===== src/rtl/mmdiv_pkg.sv =====
package mmdiv_pkg;
  typedef enum logic [2:0] {
    A_UDVD = 3'd0,
    A_UDVS = 3'd1,
    A_SDVD = 3'd2,
    A_SDVS = 3'd3,
    A_QUOT = 3'd4,
    A_REM  = 3'd5,
    A_STAT = 3'd6,
    A_NONE = 3'd7
  } reg_addr_e;
endpackage


===== src/rtl/mmdiv_stage.sv =====
// One radix-2 restoring step: shift in a dividend bit, subtract if it fits.
module mmdiv_stage #(
  parameter int W = 32
) (
  input  logic [W-1:0] rem_i,
  input  logic [W-1:0] quo_i,
  input  logic [W-1:0] div_i,
  output logic [W-1:0] rem_o,
  output logic [W-1:0] quo_o
);
  logic [W:0] shifted;
  logic [W:0] diff;
  logic       fits;

  always_comb begin
    shifted = {rem_i, quo_i[W-1]};
    diff    = shifted - {1'b0, div_i};
    fits    = (shifted >= {1'b0, div_i});
    rem_o   = fits ? diff[W-1:0] : shifted[W-1:0];
    quo_o   = {quo_i[W-2:0], fits};
  end
endmodule


===== src/rtl/mmdiv_iter.sv =====
// Chains BPC restoring steps into one clock cycle of work.
module mmdiv_iter #(
  parameter int W   = 32,
  parameter int BPC = 4
) (
  input  logic [W-1:0] rem_i,
  input  logic [W-1:0] quo_i,
  input  logic [W-1:0] div_i,
  output logic [W-1:0] rem_o,
  output logic [W-1:0] quo_o
);
  logic [W-1:0] rem_c [BPC+1];
  logic [W-1:0] quo_c [BPC+1];

  assign rem_c[0] = rem_i;
  assign quo_c[0] = quo_i;

  for (genvar g = 0; g < BPC; g++) begin : g_step
    mmdiv_stage #(.W(W)) u_stage (
      .rem_i (rem_c[g]),
      .quo_i (quo_c[g]),
      .div_i (div_i),
      .rem_o (rem_c[g+1]),
      .quo_o (quo_c[g+1])
    );
  end

  assign rem_o = rem_c[BPC];
  assign quo_o = quo_c[BPC];
endmodule


===== src/rtl/mmdiv_top.sv =====
module mmdiv_top
  import mmdiv_pkg::*;
#(
  parameter int W   = 32,
  parameter int BPC = 4
) (
  input  logic         clk,
  input  logic         rst_n,
  input  logic         bus_sel,
  input  logic         bus_we,
  input  logic [2:0]   bus_addr,
  input  logic [W-1:0] bus_wdata,
  output logic [W-1:0] bus_rdata
);
  localparam int STEPS = W / BPC;
  localparam int CW    = $clog2(STEPS + 1);
  localparam logic [CW-1:0] CNT_LOAD = CW'(STEPS);

  // reset: asynchronous assert, synchronous release
  logic rs_meta, rs_n;
  always_ff @(posedge clk or negedge rst_n) begin
    if (!rst_n) begin
      rs_meta <= 1'b0;
      rs_n    <= 1'b0;
    end else begin
      rs_meta <= 1'b1;
      rs_n    <= rs_meta;
    end
  end

  // decode
  logic wr, rd, wr_dvd, wr_dvs, op_wr, res_wr, rd_quot;
  always_comb begin
    wr      = bus_sel && bus_we;
    rd      = bus_sel && !bus_we;
    wr_dvd  = wr && (bus_addr == A_UDVD || bus_addr == A_SDVD);
    wr_dvs  = wr && (bus_addr == A_UDVS || bus_addr == A_SDVS);
    op_wr   = wr_dvd || wr_dvs;
    res_wr  = wr && (bus_addr == A_QUOT || bus_addr == A_REM);
    rd_quot = rd && (bus_addr == A_QUOT);
  end

  // state
  logic [W-1:0]  dvd_q, dvd_d, dvs_q, dvs_d;
  logic [W-1:0]  quot_q, quot_d, rem_q, rem_d;
  logic          sgn_q, sgn_d, dirty_q, dirty_d;
  logic [CW-1:0] cnt_q, cnt_d;
  logic [W-1:0]  wq_q, wq_d, wr_q, wr_d, wd_q, wd_d;
  logic          nq_q, nq_d, nr_q, nr_d;
  logic          op_en, work_en, res_en;
  logic [W-1:0]  it_rem, it_quo;
  logic          busy, finish;

  mmdiv_iter #(.W(W), .BPC(BPC)) u_iter (
    .rem_i (wr_q),
    .quo_i (wq_q),
    .div_i (wd_q),
    .rem_o (it_rem),
    .quo_o (it_quo)
  );

  always_comb begin
    busy    = (cnt_q != '0);
    finish  = busy && (cnt_q == CW'(1)) && !op_wr;
    op_en   = op_wr;
    work_en = op_wr || busy;
    res_en  = res_wr || finish;

    dvd_d = wr_dvd ? bus_wdata : dvd_q;
    dvs_d = wr_dvs ? bus_wdata : dvs_q;
    sgn_d = op_wr ? (bus_addr == A_SDVD || bus_addr == A_SDVS) : sgn_q;

    dirty_d = dirty_q;
    if (rd_quot)               dirty_d = 1'b0;
    if (op_wr || res_wr)       dirty_d = 1'b1;

    // work registers: load magnitudes on start, iterate while busy
    if (op_wr) begin
      wq_d  = (sgn_d && dvd_d[W-1]) ? -dvd_d : dvd_d;
      wd_d  = (sgn_d && dvs_d[W-1]) ? -dvs_d : dvs_d;
      wr_d  = '0;
      nq_d  = sgn_d && (dvd_d[W-1] ^ dvs_d[W-1]);
      nr_d  = sgn_d && dvd_d[W-1];
      cnt_d = CNT_LOAD;
    end else begin
      wq_d  = it_quo;
      wd_d  = wd_q;
      wr_d  = it_rem;
      nq_d  = nq_q;
      nr_d  = nr_q;
      cnt_d = cnt_q - CW'(1);
    end

    // results: a direct write takes priority over a finishing calculation
    quot_d = quot_q;
    rem_d  = rem_q;
    if (finish) begin
      quot_d = nq_q ? -it_quo : it_quo;
      rem_d  = nr_q ? -it_rem : it_rem;
    end
    if (wr && bus_addr == A_QUOT) quot_d = bus_wdata;
    if (wr && bus_addr == A_REM)  rem_d  = bus_wdata;
  end

  always_ff @(posedge clk or negedge rs_n) begin
    if (!rs_n) begin
      dvd_q   <= '0;
      dvs_q   <= '0;
      sgn_q   <= 1'b0;
      dirty_q <= 1'b0;
      cnt_q   <= '0;
      wq_q    <= '0;
      wr_q    <= '0;
      wd_q    <= '0;
      nq_q    <= 1'b0;
      nr_q    <= 1'b0;
      quot_q  <= '0;
      rem_q   <= '0;
    end else begin
      if (op_en) begin
        dvd_q <= dvd_d;
        dvs_q <= dvs_d;
        sgn_q <= sgn_d;
      end
      dirty_q <= dirty_d;
      if (work_en) begin
        cnt_q <= cnt_d;
        wq_q  <= wq_d;
        wr_q  <= wr_d;
        wd_q  <= wd_d;
        nq_q  <= nq_d;
        nr_q  <= nr_d;
      end
      if (res_en) begin
        quot_q <= quot_d;
        rem_q  <= rem_d;
      end
    end
  end

  // read mux
  always_comb begin
    case (bus_addr)
      A_UDVD, A_SDVD: bus_rdata = dvd_q;
      A_UDVS, A_SDVS: bus_rdata = dvs_q;
      A_QUOT:         bus_rdata = quot_q;
      A_REM:          bus_rdata = rem_q;
      A_STAT:         bus_rdata = {{(W-2){1'b0}}, dirty_q, !busy};
      default:        bus_rdata = '0;
    endcase
  end

  // assertions
  assert_busy_after_start_R3: assert property (@(posedge clk) disable iff (!rs_n)
    op_wr |=> (bus_rdata[0] == 1'b0 || bus_addr != A_STAT) && busy);

  assert_countdown_R3: assert property (@(posedge clk) disable iff (!rs_n)
    (busy && !op_wr) |=> (cnt_q == $past(cnt_q) - CW'(1)));

  assert_restart_R8: assert property (@(posedge clk) disable iff (!rs_n)
    (busy && op_wr) |=> (cnt_q == CNT_LOAD));

  assert_dirty_set_R9: assert property (@(posedge clk) disable iff (!rs_n)
    (op_wr || res_wr) |=> dirty_q);

  assert_dirty_clear_R9: assert property (@(posedge clk) disable iff (!rs_n)
    rd_quot |=> !dirty_q);

  assert_idle_results_hold_R10: assert property (@(posedge clk) disable iff (!rs_n)
    (!busy && !wr) |=> ($stable(quot_q) && $stable(rem_q)));

  assert_status_write_ignored_R11: assert property (@(posedge clk) disable iff (!rs_n)
    (wr && (bus_addr == A_STAT || bus_addr == A_NONE)) |=>
      (dirty_q == $past(dirty_q) && $stable(quot_q) && $stable(dvd_q)));
endmodule


===== config.mk =====
export PLATFORM = sky130hd
export DESIGN_NAME = mmdiv_top
export DESIGN_NICKNAME = d
export VERILOG_FILES = /design/src/rtl/mmdiv_pkg.sv /design/src/rtl/mmdiv_stage.sv /design/src/rtl/mmdiv_iter.sv /design/src/rtl/mmdiv_top.sv
export SDC_FILE = /design/constraint.sdc
export NUM_CORES = 1
export LEC_CHECK = 0
export ABC_AREA = 0
export BUFFER_PORTS_ARGS = -buffer_cell sky130_fd_sc_hd__clkbuf_2
export CAP_MARGIN = 20
export CORE_ASPECT_RATIO = 0.75
export CORE_UTILIZATION = 35
export CTS_CLUSTER_DIAMETER = 200
export DETAILED_ROUTE_END_ITERATION = 16
export PLACE_DENSITY_LB_ADDON = 0.05
export SKIP_CTS_REPAIR_TIMING = 1
export SYNTH_ARGS = -nofsm -noshare
export SYNTH_HDL_FRONTEND = slang
export SYNTH_HIERARCHICAL = 1
export SYNTH_SLANG_ARGS = --single-unit
export TNS_END_PERCENT = 50

===== constraint.sdc =====
create_clock -name clk -period 8.48 [get_ports clk]
set_input_delay 0.424 -clock clk [delete_from_list [all_inputs] [get_ports clk]]
set_output_delay 0.424 -clock clk [all_outputs]
set_load 0.05 [all_outputs]

==> results.sh, run 1 <==
export IMPL_worst_path_max_fanout=8
export IMPL_place_congestion=0.940
export IMPL_layout_min_cycle_time_ns=11.89
export IMPL_average_wire_per_cell_in_the_routed_design_um=23.1
export IMPL_h_tree_depth=1
export IMPL_avgViaCountPerCell=5.52
export IMPL_final_nets=3739
export IMPL_setup_reg_to_reg_worst_slack_ns=-3.41
export IMPL_rsz0062_at_grt="yes"
export IMPL_die_h_um=229
export IMPL_cpMaxStageDelayCell="sky130_fd_sc_hd__or4_4"
export IMPL_post_route_drc_count=0
export IMPL_crit_path_start_kind="flop"
export IMPL_grt_max_degree=161
export IMPL_yosys_warnings=6
export IMPL_drtAntennaViolNets=0
export IMPL_cts_sinks=234
export IMPL_yosysSeqAreaShare_pct=24.3
export IMPL_top_layer_used="met5"
export IMPL_postSynthCellCount=3049
export IMPL_maximum_frequency_from_static_timing_analysis_mhz=84.1
export IMPL_post_route_fraction_of_the_period_consumed_by_the_critical_path_pct=140
export IMPL_number_of_antenna_violations_at_the_first_check_in_global_routing=5
export IMPL_place_hpwl_mm=82.0
export IMPL_critical_r2r_launch="wd_q[11]$_DFFE_PN0P_"
export IMPL_die_outline_width_um=305
export IMPL_netlist_area_leader_share_pct=24.3
export IMPL_cts_tree="yes"
export IMPL_wl_met2_mm=42.4
export IMPL_worst_clock_skew_ns=0.0154
export IMPL_dr_total_vias=24600
export IMPL_synth_edf_count=0
export IMPL_report_final_setup_viol=97
export IMPL_cts_made_buffers=27
export IMPL_failed_checks="setup timing"
export IMPL_max_clock_path_buffers=3
export IMPL_final_critical_path_setup_slack_ns=-3.41
export IMPL_criticalPathCategory="flop to flop"
export IMPL_ys_ff_latch=234
export IMPL_count_of_unique_library_cells_instantiated_by_yosys=80
export IMPL_worst_r2r_path_depth=57
export IMPL_arrival_ns=12.30
export IMPL_worst_hold_path_type="primary input to asynchronous set/reset pin"
export IMPL_met3_routed_length_mm=6.96
export IMPL_io_pins=71
export IMPL_floorplan_initialDensity_pct=35.7
export IMPL_grt_pass1_wl_mm=152
export IMPL_synth_top_cell_by_area="sky130_fd_sc_hd__dfrtp_1"
export IMPL_worst_slew_pin_slew_ns=1.21
export IMPL_std_cell_rows=82
export IMPL_route_layer_met1_wl_mm=52.6
export IMPL_floorplan_die_area_mm2=0.0700
export IMPL_grt_ovfl_total=0
export IMPL_final_setup_tns_ns=-254.17
export IMPL_run_status="finished, violations left"
export IMPL_r2r_end="quot_q[31]$_DFFE_PN0P_"
export IMPL_maxSlewViolCount=0
export IMPL_hold_viol=0
export IMPL_syn_cell_area_mm2=0.0241
export IMPL_root_buffer="sky130_fd_sc_hd__clkbuf_16"
export IMPL_antenna_cells=0
export IMPL_worst_endpoint_required_ns=8.88
export IMPL_synthToLayoutAreaGrowth_pct=31.7
export IMPL_clock_insertion_delay_worst_skew_ns=0.57
export IMPL_cap_violations=0
export IMPL_synth_nets=3226
export IMPL_detail_route_iter0_violations=2158
export IMPL_number_of_global_route_vias_before_repair=23500
export IMPL_critical_path_max_stage_delay_ns=0.58
export IMPL_worstSetupEndpointType="flop"
export IMPL_drt_pass1_iterations=5
export IMPL_synthesized_area_per_cell_um2=7.91
export IMPL_route_final_wire_length_mm=103
export IMPL_io_buffer_count=70
export IMPL_core_area_mm2=0.0675
export IMPL_postSynth_topFlopCell="sky130_fd_sc_hd__dfrtp_1"
export IMPL_post_cts_clock_slew_at_the_launch_and_capture_registers_of_the_worst_setup_and_hold_paths_ns=0.07
export IMPL_grtUsageTotal_pct=28.4
export IMPL_yosys_top_cells_area="sky130_fd_sc_hd__dfrtp_1, sky130_fd_sc_hd__nand2_1, sky130_fd_sc_hd__ha_1, sky130_fd_sc_hd__mux2i_1, sky130_fd_sc_hd__xnor2_1"
export IMPL_ys_async_sr_fraction_pct=100
export IMPL_max_slew_margin_rel_pct=19.5
export IMPL_drive_gt1_share_pct=32.7
-- registers in the layout, indices dropped and copies added, names as in the netlist --
signal / count
dvs_q: 32
nq_q: 1
rem_q: 32
wq_q: 32
rs_n: 1
wr_q: 32
quot_q: 32
rs_meta: 1
sgn_q: 1
wd_q: 32
cnt_q: 4
dirty_q: 1
dvd_q: 32
nr_q: 1
-- per-stage QoR --
stage | setup WS (ns) | std cells | hold slack (ns) | area, um2 | utilization [%]
floorplan | -2.48 | 3049 | 0.128 | 24800 | -
global placement | -3.45 | 4384 | 0.210 | 29600 | 43.8
detailed placement | -3.72 | 4384 | 0.215 | 29600 | 43.8
CTS | -3.78 | 4433 | -0.388 | 30400 | 45.1
global route | -3.74 | 4464 | 0.155 | 31800 | 47.1
finish | -3.41 | 4464 | 0.160 | 31800 | 47.1
-- layout make-up --
class                   count  area [um2]
fillers                  6817       35700
multi-input cells        2316       17300
repair buffers            782        5890
flip-flops and latches    234        5860
well taps                 882        1100
clock buffers              43         816
inverters                 199         795
clock inverters             6        37.5
repair inverters            2        17.5
-- worst max-delay path by stage --
stage / depth (start not counted) / startpoint / slack, ns / end
final: 57 / wd_q[11]$_DFFE_PN0P_ / -3.41 / quot_q[31]$_DFFE_PN0P_
after floorplan: 56 / wd_q[10]$_DFFE_PN0P_ / -2.48 / rem_q[21]$_DFFE_PN0P_
after global routing: 57 / wr_q[0]$_DFFE_PN0P_ / -3.74 / quot_q[31]$_DFFE_PN0P_
after CTS: 54 / wd_q[11]$_DFFE_PN0P_ / -3.78 / rem_q[31]$_DFFE_PN0P_
after detailed placement: 55 / wd_q[11]$_DFFE_PN0P_ / -3.72 / rem_q[31]$_DFFE_PN0P_
after global placement: 51 / wr_q[10]$_DFFE_PN0P_ / -3.45 / rem_q[31]$_DFFE_PN0P_
-- cell families after synthesis --
| kind of cell | synth area share, % |
|---|---|
| other cells | 0.0155 |
| xor+xnor | 7.95 |
| buf+inv | 10.2 |
| compound gates | 19.9 |
| mux | 11.3 |
| simple gates | 19.0 |
| flops | 24.3 |
| fa+ha+maj | 7.28 |
-- cells in the final DEF (no fill, tap or decap), types with 40 or more instances in the layout --
cell type                  synthesis  routed
sky130_fd_sc_hd__a21o_1           40      40
sky130_fd_sc_hd__a21oi_1         185     169
sky130_fd_sc_hd__buf_4           129     684
sky130_fd_sc_hd__clkbuf_2          0      69
sky130_fd_sc_hd__dfrtp_1         234     231
sky130_fd_sc_hd__ha_1            134      99
sky130_fd_sc_hd__inv_1           195     192
sky130_fd_sc_hd__mux2_2           83      64
sky130_fd_sc_hd__mux2_4           36      55
sky130_fd_sc_hd__mux2i_1         126     119
sky130_fd_sc_hd__nand2_1         474     470
sky130_fd_sc_hd__nand3_1          51      47
sky130_fd_sc_hd__nand4_1          46      46
sky130_fd_sc_hd__nor2_1          153     150
sky130_fd_sc_hd__nor3_1           49      43
sky130_fd_sc_hd__o21ai_0         163     136
sky130_fd_sc_hd__o21ai_1          34      50
sky130_fd_sc_hd__xnor2_1         144     141
sky130_fd_sc_hd__xor2_1           75      74
-- routing by layer --
metal	GRT usage, %	vias to the layer above
met4	3.02	2
met2	41.3	771
met1	45.1	12100
met5	0	-
met3	3.52	75
li1	-	11700
-- synthesized netlist by cell type (15+ instances only) --
cell                       instances
sky130_fd_sc_hd__nand2_1         474
sky130_fd_sc_hd__dfrtp_1         234
sky130_fd_sc_hd__inv_1           195
sky130_fd_sc_hd__a21oi_1         185
sky130_fd_sc_hd__o21ai_0         163
sky130_fd_sc_hd__nor2_1          153
sky130_fd_sc_hd__xnor2_1         144
sky130_fd_sc_hd__ha_1            134
sky130_fd_sc_hd__clkbuf_1        130
sky130_fd_sc_hd__buf_4           129
sky130_fd_sc_hd__mux2i_1         126
sky130_fd_sc_hd__mux2_2           83
sky130_fd_sc_hd__xor2_1           75
sky130_fd_sc_hd__nand3_1          51
sky130_fd_sc_hd__nor3_1           49
sky130_fd_sc_hd__nand4_1          46
sky130_fd_sc_hd__a21o_1           40
sky130_fd_sc_hd__a22oi_1          38
sky130_fd_sc_hd__o22ai_1          38
sky130_fd_sc_hd__mux2_4           36
sky130_fd_sc_hd__o21ai_1          34
sky130_fd_sc_hd__a31oi_1          31
sky130_fd_sc_hd__nor4_1           30
sky130_fd_sc_hd__nor2b_1          27
sky130_fd_sc_hd__o31ai_1          25
sky130_fd_sc_hd__o41ai_1          25
sky130_fd_sc_hd__o21a_1           23
sky130_fd_sc_hd__and3_1           22
sky130_fd_sc_hd__or4_1            22
sky130_fd_sc_hd__buf_1            21
sky130_fd_sc_hd__a211oi_1         17
sky130_fd_sc_hd__o21bai_1         17
sky130_fd_sc_hd__nor3b_1          16
sky130_fd_sc_hd__a21boi_0         15
sky130_fd_sc_hd__o211ai_1         15
-- critical path: cells and delay by family, from the launching register on --
| kind | cells | cell delay (ns) |
|---|---|---|
| AND/OR/NAND/NOR | 14 | 4.33 |
| buffers and inverters | 17 | 2.15 |
| multiplexers | 4 | 1.24 |
| adder cells (fa/ha/maj) | 4 | 1.03 |
| AO/OA/AOI/OAI | 18 | 2.48 |
| flip-flops | 1 | 0.38 |
Power of run 1 is left out: the tool's default activity adds up to more than one toggle a clock period on the data nets, which glitch-free logic cannot reach.
==> run 2, diff against run 1 <==
--- a/config.mk
+++ b/config.mk
@@ -13,7 +13,6 @@
 export CTS_CLUSTER_DIAMETER = 200
 export DETAILED_ROUTE_END_ITERATION = 16
 export PLACE_DENSITY_LB_ADDON = 0.05
-export SKIP_CTS_REPAIR_TIMING = 1
 export SYNTH_ARGS = -nofsm -noshare
 export SYNTH_HDL_FRONTEND = slang
 export SYNTH_HIERARCHICAL = 1
==> constraint.sdc (replaced) <==
create_clock -name clk -period 13.12 [get_ports clk]
set_input_delay 1.312 -clock clk [delete_from_list [all_inputs] [get_ports clk]]
set_output_delay 1.312 -clock clk [all_outputs]
set_load 0.05 [all_outputs]
==> run 2 against run 1 <==
Net effect:
- the flow now finishes without violations
- die area did not move
- clock skew down 0.0035 ns
- final cell count down 6.1%
- critical path depth is 6 lower
- non-clock buffer count is 271 lower
- setup slack improved by 3.8 ns
- core utilization shrank 5.2 points
- cell area decreased by 11%
- maximum frequency fell by 6.6%
- count of clock-buffer cells in the layout shrank 2
- register-to-register slack gained 3.8 ns
- sequential cell count unchanged
- highest routed layer is now met4
==> results.sh, run 2 (synthesis results as in run 1) <==
export IMPL_std_cell_rows=82
export IMPL_final_nets=3466
export IMPL_post_dp_cell_area_mm2=0.0272
export IMPL_post_route_drc_count=0
export IMPL_final_setup_tns_ns=0
export IMPL_layout_common_cells="sky130_fd_sc_hd__nand2_1, sky130_fd_sc_hd__buf_4, sky130_fd_sc_hd__dfrtp_1"
export IMPL_drtAntennaViolNets=0
export IMPL_hold_buffers_post_cts=0
export IMPL_grt_pass1_wl_mm=152
export IMPL_worst_clock_skew_ns=0.0119
export IMPL_max_slew_margin_rel_pct=31.4
export IMPL_criticalPathCategory="flop to flop"
export IMPL_arrival_ns=13.23
export IMPL_cpMaxStageDelayCell="sky130_fd_sc_hd__o211ai_1"
export IMPL_final_critical_path_setup_slack_ns=0.393
export IMPL_cp_common_cell="sky130_fd_sc_hd__buf_4"
export IMPL_rsz0062_at_grt="no"
export IMPL_post_cts_clock_slew_at_the_launch_and_capture_registers_of_the_worst_setup_and_hold_paths_ns=0.06
export IMPL_die_h_um=229
export IMPL_average_wire_per_cell_in_the_routed_design_um=24.5
export IMPL_grt_ovfl_total=0
export IMPL_grt_max_degree=137
export IMPL_whs_endpoint="rs_n$_DFF_PN0_"
export IMPL_worst_hold_path_type="flop to flop"
export IMPL_cts_made_buffers=27
export IMPL_clock_insertion_delay_worst_skew_ns=0.58
export IMPL_dpl_worst_slack_ns=-0.288
export IMPL_max_clock_path_buffers=3
export IMPL_hold_viol=0
export IMPL_dr_total_vias=23300
export IMPL_grtUsageTotal_pct=28.9
export IMPL_final_area_mm2=0.0282
export IMPL_mostFrequentLayoutCell="sky130_fd_sc_hd__nand2_1"
export IMPL_worstSetupEndpointType="flop"
export IMPL_drt_pass1_iterations=5
export IMPL_report_final_setup_viol=0
export IMPL_io_pins=71
export IMPL_maxSlewViolCount=0
export IMPL_avgViaCountPerCell=5.56
export IMPL_worst_r2r_path_depth=51
export IMPL_detail_route_iter0_violations=2119
export IMPL_cap_violations=0
export IMPL_worst_hold_path_stage_count=0
export IMPL_worst_slew_pin_slew_ns=1.02
export IMPL_crit_path_start_kind="flop"
export IMPL_layout_min_cycle_time_ns=12.73
export IMPL_cts_tree="yes"
export IMPL_setup_reg_to_reg_worst_slack_ns=0.39
export IMPL_critical_path_max_stage_delay_ns=0.78
export IMPL_floorplan_die_area_mm2=0.0700
export IMPL_place_hpwl_mm=82.9
export IMPL_maximum_frequency_from_static_timing_analysis_mhz=78.6
export IMPL_r2r_end="rem_q[19]$_DFFE_PN0P_"
export IMPL_post_route_fraction_of_the_period_consumed_by_the_critical_path_pct=97.0
export IMPL_number_of_global_route_vias_before_repair=22800
export IMPL_number_of_antenna_violations_at_the_first_check_in_global_routing=3
export IMPL_critical_r2r_launch="wq_q[31]$_DFFE_PN0P_"
export IMPL_die_outline_width_um=305
export IMPL_critical_path_n_buffers_inverters=11
export IMPL_route_final_wire_length_mm=103
export IMPL_root_buffer="sky130_fd_sc_hd__clkbuf_16"
export IMPL_drive_gt1_share_pct=23.0
export IMPL_place_congestion=0.933
export IMPL_worst_endpoint_required_ns=13.62
export IMPL_run_status="finished clean"
export IMPL_floorplan_initialDensity_pct=35.7
export IMPL_worst_path_max_fanout=14
export IMPL_h_tree_depth=1
export IMPL_synthToLayoutAreaGrowth_pct=17.0
export IMPL_core_area_mm2=0.0675
export IMPL_hold_path_startpoint="rs_meta$_DFF_PN0_"
export IMPL_io_buffer_count=70
export IMPL_cts_sinks=234
export IMPL_cp_top_family="compound AO/OA/AOI/OAI gates"
[run 2: worst max path at each step]
stage                               from                    end  slack [ns]  cells past startpoint
floorplan           wd_q[10]$_DFFE_PN0P_  rem_q[31]$_DFFE_PN0P_        1.81                     55
global placement     wd_q[8]$_DFFE_PN0P_  rem_q[21]$_DFFE_PN0P_       -0.74                     50
detailed placement   wd_q[9]$_DFFE_PN0P_  rem_q[19]$_DFFE_PN0P_       -0.29                     54
CTS                  wd_q[9]$_DFFE_PN0P_  rem_q[19]$_DFFE_PN0P_        0.05                     54
global route         wd_q[7]$_DFFE_PN0P_  rem_q[19]$_DFFE_PN0P_        0.03                     54
finish              wq_q[31]$_DFFE_PN0P_  rem_q[19]$_DFFE_PN0P_        0.39                     51
[run 2: cell type report]
cell class,count,area (um2)
flip-flops and latches,234,5860
inverters,199,757
repair buffers,511,3690
diodes,1,2.50
multi-input cells,2316,15900
clock inverters,8,98.8
fillers,7034,39300
well taps,882,1100
clock buffers,41,798
[run 2: repair_timing]
action                                  in CTS  in global routing
gates resized for setup                      4                 22
setup buffers                                1                  2
pin swaps                                    1                  2
endpoints found under the setup margin      24                 43
[run 2: routing by layer]
layer	wire length [um]	vias to the layer above	GRT usage, %
met1	52400	11400	44.6
met2	41400	719	41.1
met4	2150	0	5.43
li1	-	11100	-
met3	6850	107	5.36
met5	0	-	0
[run 2: metrics by stage]
stage / utilization (%) / hold WS, ns / cells
after CTS: 41.7 / 0.362 / 4189
after floorplan: - / 0.331 / 3049
after global placement: 40.3 / 0.346 / 4138
after detailed placement: 40.3 / 0.336 / 4139
after global routing: 41.8 / 0.375 / 4191
final: 41.8 / 0.358 / 4192
Power of run 2 is left out for the same reason.
